[config.mk]
export PLATFORM = sky130hd
export DESIGN_NAME = sbrx_top
export DESIGN_NICKNAME = d
export VERILOG_FILES = /design/src/rtl/sbrx_pkg.sv /design/src/rtl/sbrx_capture.sv /design/src/rtl/sbrx_fsm.sv /design/src/rtl/sbrx_regs.sv /design/src/rtl/sbrx_top.sv
export SDC_FILE = /design/constraint.sdc
export NUM_CORES = 1
export LEC_CHECK = 0
export BUFFER_PORTS_ARGS = -buffer_cell sky130_fd_sc_hd__buf_4
export CORE_ASPECT_RATIO = 1.2
export CORE_UTILIZATION = 50
export DETAILED_ROUTE_END_ITERATION = 8
export GPL_ROUTABILITY_DRIVEN = 1
export GPL_TIMING_DRIVEN = 0
export PLACE_DENSITY = 0.79
export SLEW_MARGIN = 20
export SYNTH_ARGS = -nofsm -noshare
export SYNTH_HDL_FRONTEND = slang
export SYNTH_SLANG_ARGS = --single-unit
[constraint.sdc]
create_clock -name clk -period 6.65 [get_ports clk]
set_input_delay 1.33 -clock clk [delete_from_list [all_inputs] [get_ports clk]]
set_output_delay 1.33 -clock clk [all_outputs]
set_load 0.02 [all_outputs]
[src/rtl/sbrx_pkg.sv]
package sbrx_pkg;

    localparam int WORD_W = 32;
    localparam int PID_W  = 8;
    localparam int OPC_W  = 8;
    localparam int BE_W   = 4;
    localparam int HI_W   = 16;
    localparam int SAI_W  = 16;
    localparam int RS_W   = 4;
    localparam int STS_W  = 3;
    localparam int IDX_W  = 4;

    localparam logic [1:0] TT_POSTED  = 2'b01;
    localparam logic [1:0] TT_NONPOST = 2'b10;
    localparam logic [1:0] TT_CPL     = 2'b11;

    localparam logic [IDX_W-1:0] IX_ATTR  = 4'd0;
    localparam logic [IDX_W-1:0] IX_ALO   = 4'd1;
    localparam logic [IDX_W-1:0] IX_AHI   = 4'd2;
    localparam logic [IDX_W-1:0] IX_SEC   = 4'd3;
    localparam logic [IDX_W-1:0] IX_DATA  = 4'd4;
    localparam logic [IDX_W-1:0] IX_CTRL  = 4'd5;
    localparam logic [IDX_W-1:0] IX_EN    = 4'd6;
    localparam logic [IDX_W-1:0] IX_CCMD  = 4'd7;
    localparam logic [IDX_W-1:0] IX_CDATA = 4'd8;

    typedef enum logic [1:0] {
        ST_IDLE = 2'd0,
        ST_HELD = 2'd1,
        ST_SEND = 2'd2
    } sbrx_state_e;

    typedef struct packed {
        logic [PID_W-1:0]  dst;
        logic [PID_W-1:0]  src;
        logic [OPC_W-1:0]  opc;
        logic [BE_W-1:0]   be;
        logic [1:0]        ttype;
        logic              alen;
        logic [WORD_W-1:0] addr_lo;
        logic [HI_W-1:0]   addr_hi;
        logic              ehp;
        logic [SAI_W-1:0]  sai;
        logic [RS_W-1:0]   rs;
        logic [WORD_W-1:0] data;
    } sbrx_msg_t;

endpackage

[src/rtl/sbrx_capture.sv]
module sbrx_capture
    import sbrx_pkg::*;
(
    input  logic      clk,
    input  logic      rst_n,
    input  logic      load,
    input  sbrx_msg_t msg_in,
    output sbrx_msg_t msg_q
);

    always_ff @(posedge clk or negedge rst_n) begin
        if (!rst_n) begin
            msg_q <= '0;
        end else if (load) begin
            msg_q <= msg_in;
        end
    end

endmodule

[src/rtl/sbrx_fsm.sv]
module sbrx_fsm
    import sbrx_pkg::*;
(
    input  logic clk,
    input  logic rst_n,
    input  logic in_valid,
    input  logic acc_en,
    input  logic is_np,
    input  logic req_pulse,
    input  logic cpl_ready,
    output logic in_ready,
    output logic cap_load,
    output logic held,
    output logic sending
);

    sbrx_state_e state_q;
    sbrx_state_e state_d;

    always_ff @(posedge clk or negedge rst_n) begin
        if (!rst_n) begin
            state_q <= ST_IDLE;
        end else begin
            state_q <= state_d;
        end
    end

    always_comb begin
        state_d = state_q;
        unique case (state_q)
            ST_IDLE: begin
                if (in_valid && acc_en) begin
                    state_d = ST_HELD;
                end
            end
            ST_HELD: begin
                if (req_pulse) begin
                    state_d = is_np ? ST_SEND : ST_IDLE;
                end
            end
            ST_SEND: begin
                if (cpl_ready) begin
                    state_d = ST_IDLE;
                end
            end
            default: state_d = ST_IDLE;
        endcase
    end

    always_comb begin
        in_ready = 1'b0;
        held     = 1'b0;
        sending  = 1'b0;
        unique case (state_q)
            ST_IDLE: in_ready = acc_en;
            ST_HELD: held     = 1'b1;
            ST_SEND: begin
                held    = 1'b1;
                sending = 1'b1;
            end
            default: ;
        endcase
        cap_load = in_valid && in_ready;
    end

endmodule

[src/rtl/sbrx_regs.sv]
module sbrx_regs
    import sbrx_pkg::*;
(
    input  logic              clk,
    input  logic              rst_n,
    input  logic [IDX_W-1:0]  reg_addr,
    input  logic              reg_wr,
    input  logic [WORD_W-1:0] reg_wdata,
    input  sbrx_msg_t         msg_q,
    input  logic              held,
    input  logic              sending,
    output logic [WORD_W-1:0] reg_rdata,
    output logic              acc_en,
    output logic              mask,
    output logic              req_pulse,
    output logic [STS_W-1:0]  cpl_status,
    output logic [WORD_W-1:0] cpl_data
);

    logic wr_ctrl;
    logic wr_en;
    logic wr_ccmd;
    logic wr_cdata;

    assign wr_ctrl  = reg_wr && (reg_addr == IX_CTRL);
    assign wr_en    = reg_wr && (reg_addr == IX_EN);
    assign wr_ccmd  = reg_wr && (reg_addr == IX_CCMD);
    assign wr_cdata = reg_wr && (reg_addr == IX_CDATA);

    assign req_pulse = wr_ccmd && reg_wdata[WORD_W-1] && held && !sending;

    always_ff @(posedge clk or negedge rst_n) begin
        if (!rst_n) begin
            acc_en     <= 1'b0;
            mask       <= 1'b0;
            cpl_status <= '0;
            cpl_data   <= '0;
        end else begin
            if (wr_en) begin
                acc_en <= reg_wdata[0];
            end
            if (wr_ctrl) begin
                mask <= reg_wdata[WORD_W-2];
            end
            if (wr_ccmd && !sending) begin
                cpl_status <= reg_wdata[STS_W-1:0];
            end
            if (wr_cdata && !sending) begin
                cpl_data <= reg_wdata;
            end
        end
    end

    always_comb begin
        reg_rdata = '0;
        unique case (reg_addr)
            IX_ATTR:  reg_rdata = {{(WORD_W-BE_W-OPC_W-2*PID_W){1'b0}},
                                   msg_q.be, msg_q.opc, msg_q.src, msg_q.dst};
            IX_ALO:   reg_rdata = msg_q.addr_lo;
            IX_AHI:   reg_rdata = {msg_q.alen, {(WORD_W-1-HI_W){1'b0}}, msg_q.addr_hi};
            IX_SEC:   reg_rdata = {msg_q.ehp, {(WORD_W-1-RS_W-SAI_W){1'b0}},
                                   msg_q.rs, msg_q.sai};
            IX_DATA:  reg_rdata = msg_q.data;
            IX_CTRL:  reg_rdata = {held, mask, {(WORD_W-4){1'b0}}, msg_q.ttype};
            IX_EN:    reg_rdata = {{(WORD_W-1){1'b0}}, acc_en};
            IX_CCMD:  reg_rdata = {sending, {(WORD_W-1-STS_W){1'b0}}, cpl_status};
            IX_CDATA: reg_rdata = cpl_data;
            default:  reg_rdata = '0;
        endcase
    end

endmodule

[src/rtl/sbrx_top.sv]
module sbrx_top
    import sbrx_pkg::*;
(
    input  logic        clk,
    input  logic        rst_n,
    input  logic        in_valid,
    output logic        in_ready,
    input  logic [7:0]  in_dst,
    input  logic [7:0]  in_src,
    input  logic [7:0]  in_opc,
    input  logic [3:0]  in_be,
    input  logic [1:0]  in_ttype,
    input  logic        in_alen,
    input  logic [31:0] in_addr_lo,
    input  logic [15:0] in_addr_hi,
    input  logic        in_ehp,
    input  logic [15:0] in_sai,
    input  logic [3:0]  in_rs,
    input  logic [31:0] in_data,
    output logic        cpl_valid,
    input  logic        cpl_ready,
    output logic [7:0]  cpl_dst,
    output logic [7:0]  cpl_src,
    output logic [2:0]  cpl_status,
    output logic [31:0] cpl_data,
    input  logic [3:0]  reg_addr,
    input  logic        reg_wr,
    input  logic [31:0] reg_wdata,
    output logic [31:0] reg_rdata,
    output logic        irq
);

    sbrx_msg_t msg_in;
    sbrx_msg_t msg_q;
    logic      cap_load;
    logic      held;
    logic      sending;
    logic      acc_en;
    logic      mask;
    logic      req_pulse;

    always_comb begin
        msg_in.dst     = in_dst;
        msg_in.src     = in_src;
        msg_in.opc     = in_opc;
        msg_in.be      = in_be;
        msg_in.ttype   = in_ttype;
        msg_in.alen    = in_alen;
        msg_in.addr_lo = in_addr_lo;
        msg_in.addr_hi = in_addr_hi;
        msg_in.ehp     = in_ehp;
        msg_in.sai     = in_sai;
        msg_in.rs      = in_rs;
        msg_in.data    = in_data;
    end

    sbrx_capture u_capture (
        .clk    (clk),
        .rst_n  (rst_n),
        .load   (cap_load),
        .msg_in (msg_in),
        .msg_q  (msg_q)
    );

    sbrx_fsm u_fsm (
        .clk       (clk),
        .rst_n     (rst_n),
        .in_valid  (in_valid),
        .acc_en    (acc_en),
        .is_np     (msg_q.ttype == TT_NONPOST),
        .req_pulse (req_pulse),
        .cpl_ready (cpl_ready),
        .in_ready  (in_ready),
        .cap_load  (cap_load),
        .held      (held),
        .sending   (sending)
    );

    sbrx_regs u_regs (
        .clk        (clk),
        .rst_n      (rst_n),
        .reg_addr   (reg_addr),
        .reg_wr     (reg_wr),
        .reg_wdata  (reg_wdata),
        .msg_q      (msg_q),
        .held       (held),
        .sending    (sending),
        .reg_rdata  (reg_rdata),
        .acc_en     (acc_en),
        .mask       (mask),
        .req_pulse  (req_pulse),
        .cpl_status (cpl_status),
        .cpl_data   (cpl_data)
    );

    assign cpl_valid = sending;
    assign cpl_dst   = msg_q.src;
    assign cpl_src   = msg_q.dst;
    assign irq       = held && !sending ? !mask : (sending && !mask);

endmodule

# ---- Word level (Yosys, flattened, before mapping)
# Index checks and enable logic that the tools add are counted.
dict set report totals {
  input_bits 173
  register_bits 171
  out_inout_bits 86
}
dict set report classes {
  mux 10
  eq_ne 14
  n_reduce_logical 19
}
# cell n
set op_table {}
lappend op_table {{32-bit one-hot mux with 9 select lines} 1}
lappend op_table {{4-bit by 3-bit equality test with 1-bit output, second input constant} 4}
lappend op_table {{1-bit logical AND} 13}
lappend op_table {{4-bit by 2-bit equality test with 1-bit output, second input constant} 2}
lappend op_table {{2-bit 2-to-1 mux} 4}
lappend op_table {{2-bit one-hot mux with 3 select lines} 1}
lappend op_table {{2-bit equality test, second input constant} 2}
lappend op_table {{4-bit by 1-bit equality test with 1-bit output, second input constant} 1}
lappend op_table {{4-bit equality test, second input constant} 1}
lappend op_table {{4-bit logical NOT} 1}
lappend op_table {{1-bit 2-to-1 mux} 4}
lappend op_table {{2-bit inequality test, second input constant} 2}
lappend op_table {{3-bit AND reduction} 1}
lappend op_table {{2-bit by 1-bit equality test with 1-bit output, second input constant} 1}
lappend op_table {{1-bit logical NOT} 2}
lappend op_table {{2-bit logical NOT} 1}
lappend op_table {{2-bit by 1-bit inequality test with 1-bit output, second input constant} 1}
lappend op_table {{2-bit OR reduction} 1}

# ---- Logic depth before layout (Yosys ltp)
dict set report logic_depth {
  depth_word 7
  depth_mapped 7
  depth_no_buf 6
}

# ---- Hierarchy
# Synthesis repeated with hierarchy kept, for this count alone.
dict set report unflattened {
  cells_unflattened 578
  hier_area_um2 8328.0
}
# mod instances area_per_inst_um2 cells_each
set by_module_without_submodules {}
lappend by_module_without_submodules {sbrx_capture 1 5231.3 279}
lappend by_module_without_submodules {sbrx_regs 1 2914.0 280}
lappend by_module_without_submodules {sbrx_fsm 1 166.4 17}
lappend by_module_without_submodules {sbrx_top 1 16.3 2}

# ---- Least setup slack after synthesis
# No wires, ideal clock.
dict set report synth_path {
  path_type {input-to-output}
  start {input reg_addr[2]}
  end {output reg_rdata[4]}
  setup_slack_ns 2.498
  n_path_buf 3
  cell_stages 5
  arrival_time_ns 2.822
  path_cell_list {buf_2 buf_1 clkbuf_1 mux2i_1 o31ai_1}
}
dict set report synth_between {
  elab_chain_cells 2
  elab_cells_between_ends 10
  classes_between {8 x eq/ne; 1 x mux; 1 x reduce/logical}
}
# element line_no
set synth_rtl {}
lappend synth_rtl {{start, declared} sbrx_top.sv:26} ;# input logic [3:0] reg_addr,
lappend synth_rtl {{4-bit equality test (tied with other cells)} sbrx_regs.sv:56} ;# unique case (reg_addr)
lappend synth_rtl {{32-bit one-hot mux with 9 select lines (*)} sbrx_regs.sv:56}
lappend synth_rtl {{end, declared} sbrx_top.sv:29} ;# output logic [31:0] reg_rdata,
# Every way passes the cells marked *; elsewhere a longest branch is shown, timed or not.

# ---- Worst setup path after layout
dict set report layout_path {
  start {input reg_addr[1]}
  end {output reg_rdata[31]}
}
# Same word-level chain as after synthesis.

==> flow_summary.json <==
{
  "status": "finished, final reports clean",
  "synth-edff-count": 0,
  "hold_buffers": 0,
  "syn_to_final_growth_pct": 34.6,
  "grt_overflow": 0,
  "vias": 6205,
  "peakVddDrop_v": 0.000195,
  "fin_setup_tns_ns": 0,
  "yosysTopAreaCell": "dfrtp_1",
  "slowest_stage": "clkbuf_1",
  "cellPowerDensity_nw_per_um2": 393,
  "diodes": 0,
  "final_area_um2": 10800,
  "leakagePower_nw": 5.13,
  "slew_viol_final": 0,
  "cts.reportedPaths.clkPinSlew_ns": 0.06,
  "crit_fanout": 10,
  "rsz0062_at_grt": "no",
  "instances_no_fill": 1088,
  "dieArea_um2": 16600,
  "reg2regPathDepth": 7,
  "skew_ns": 0.0102,
  "globalplace.congestion": 0.864,
  "fmax_mhz": 200,
  "drc": 0,
  "cpMostUsedCell": "buf_2",
  "hold_depth": 1,
  "fp.dieW_um": 118,
  "port_buffers": 256,
  "synth_top_cell_area_share": 0.532,
  "insertion_delay_ns": 0.42,
  "period_minus_slack_ns": 5.00,
  "arrival_ns": 3.67,
  "worstPathCellList": "buf_2 -> or2_1 -> buf_2 -> nor3b_4 -> clkbuf_1 -> a221oi_1 -> o21ai_0 -> buf_4",
  "dr.pass1.iters": 6,
  "setup_viol": 0,
  "grt_pass1_wl_um": 37900,
  "worst_pin_slew_ns": 1.04,
  "cp.required_ns": 5.32,
  "drive_gt1_frac": 0.566,
  "grt_util_met3": 0.0789,
  "ctsResizeCount": 0,
  "design.core.area_um2": 15600,
  "cts-root-buf": "clkbuf_16",
  "nNetsFinal": 1045,
  "initial_core_util": 0.514,
  "dpl_cell_area_um2": 10300,
  "wirelength_um": 24800,
  "num_io_pins": 259,
  "avgSynthCellArea_um2": 13.6,
  "cts_tree": "done",
  "rows": 50,
  "synthArstFlopShare": 1.00,
  "maxCapViolations": 0,
  "slew_headroom": 0.304,
  "cp_num_cells": 8,
  "use_met2": 0.533,
  "placed_cells": 1058,
  "antenna_found_initial": 0,
  "yosysSeqAreaShare": 0.532,
  "cp-start-kind": "input pin",
  "busiest_layer": "met2",
  "syn_nets": 769,
  "via_per_inst": 5.70,
  "track_usage": 0.306,
  "grt_use_met1": 0.364,
  "numCtsBuffers": 17,
  "clockBufferDepth": 2,
  "grt_max_degree": 94,
  "syn_area_um2": 8040,
  "synth_flop_cell": "dfrtp_1",
  "finalHoldViolations": 0,
  "crit_type": "in2out",
  "dpl.hpwl_um": 18300,
  "critical-path-max-stage-delay_ns": 0.68,
  "post-cts-setup-buffers": 0,
  "fin_crit_sh": 0.751,
  "yosysWarnings": 0,
  "final_core_util": 0.691,
  "die_h_um": 141,
  "endpoint_kind": "output pin",
  "grt_pass1_vias": 6680,
  "ant_nets": 0,
  "synth.distinct_cells": 50,
  "drtIter0Drc": 466,
  "ys_ff_latch": 171,
  "hold_path.class": "reg2reg",
  "timing.hold.ws_ns": 0.502,
  "clock_sinks": 171,
  "path_delay_family": "buffers and inverters",
  "htree_num_levels": 4,
  "crit_buf_inv": 4,
  "synth.area.top_cells": "dfrtp_1 (53%), mux2_2 (20%), mux2_4 (5.6%)",
  "synth_cells": 593,
  "wire_per_inst_um": 22.8
}
## placed cells by master (no fill, tap or decap), types with 4 or more instances in the layout
| cell | instances |
|---|---|
| nor2_1 | 24 |
| nand3_1 | 4 |
| nand2b_1 | 4 |
| dfrtp_1 | 171 |
| a21oi_1 | 6 |
| a221o_1 | 12 |
| a22oi_1 | 17 |
| nand2_1 | 16 |
| buf_2 | 14 |
| a31oi_1 | 4 |
| mux2_4 | 30 |
| mux2i_1 | 17 |
| inv_1 | 5 |
| a22o_1 | 10 |
| mux2_2 | 146 |
| buf_1 | 7 |
| nor2b_1 | 8 |
| a222oi_1 | 7 |
| clkbuf_16 | 17 |
| nand3b_1 | 5 |
| buf_4 | 271 |
| o21ai_0 | 8 |
| clkbuf_1 | 21 |
## flip-flops by register name, indices dropped and copies added (netlist names)
signal,flops
u_capture.msg_q,132
u_fsm.state_q,2
u_regs.acc_en,1
u_regs.cpl_data,32
u_regs.cpl_status,3
u_regs.mask,1
## layout make-up
cell class	count	area, um^2
multi-input combinational	360	3420
fill	1142	4830
clock inverter	7	92.6
inverter	5	18.8
sequential	171	4280
timing repair buffer	257	1960
tap	208	260
buffer	57	314
clock buffer	23	468
## cell families (layout without fill, tap and decap cells)
kind of cell	after synthesis	count (layout)	synth area share
mux	195	195	0.287
flops	171	171	0.532
compound gates	87	87	0.0859
simple gates	75	75	0.0481
buf+inv	62	349	0.0414
fa+ha+maj	3	3	0.00467
## per-stage QoR
stage / power, mW / worst slack (ns)
6_report: 4.25 / 1.65
5_1_grt: 4.45 / 1.58
4_1_cts: 4.26 / 1.69
3_5_place_dp: 3.29 / 1.68
3_3_place_gp: 3.21 / 1.70
2_1_floorplan: 2.71 / 2.50
## power breakdown
| part | switching (mW) | internal, mW | total, mW | leakage, nW |
|---|---|---|---|---|
| clock network | 0.396 | 0.568 | 0.964 | 0.265 |
| logic | 0.634 | 0.850 | 1.48 | 2.83 |
| registers | 0.291 | 1.51 | 1.80 | 2.03 |
## synthesized netlist by cell type, types with 3 or more instances
cell type / number
dfrtp_1: 171
mux2_2: 146
mux2_4: 30
nor2_1: 24
a22oi_1: 17
clkbuf_1: 17
mux2i_1: 17
buf_4: 16
nand2_1: 16
buf_2: 14
a221o_1: 12
a22o_1: 10
nor2b_1: 8
o21ai_0: 8
a222oi_1: 7
buf_1: 7
a21oi_1: 6
inv_1: 5
nand3b_1: 5
a31oi_1: 4
nand2b_1: 4
nand3_1: 4
a21o_1: 3
buf_6: 3
ha_1: 3
nor3_1: 3
o22ai_1: 3
o32ai_1: 3
## routing by layer
| metal | wire length (um) | share of wire |
|---|---|---|
| met1 | 9660 | 0.39 |
| met2 | 12600 | 0.51 |
| met3 | 1840 | 0.074 |
| met4 | 657 | 0.027 |
| met5 | 0 | 0 |
## worst paths after layout
check | startpoint | end | slack (ns)
worst min-delay path | u_capture.msg_q[68] | u_capture.msg_q[68] | 0.50
min in group asynchronous | rst_n | u_capture.msg_q[127] | 0.87
worst min register to register | u_capture.msg_q[68] | u_capture.msg_q[68] | 0.50
worst max register to register | u_fsm.state_q[0] | u_capture.msg_q[86] | 4.10
max in group asynchronous | rst_n | u_capture.msg_q[89] | 4.92
worst max-delay path | reg_addr[1] | reg_rdata[31] | 1.65
No activity file was read; power rests on OpenSTA's default activity.
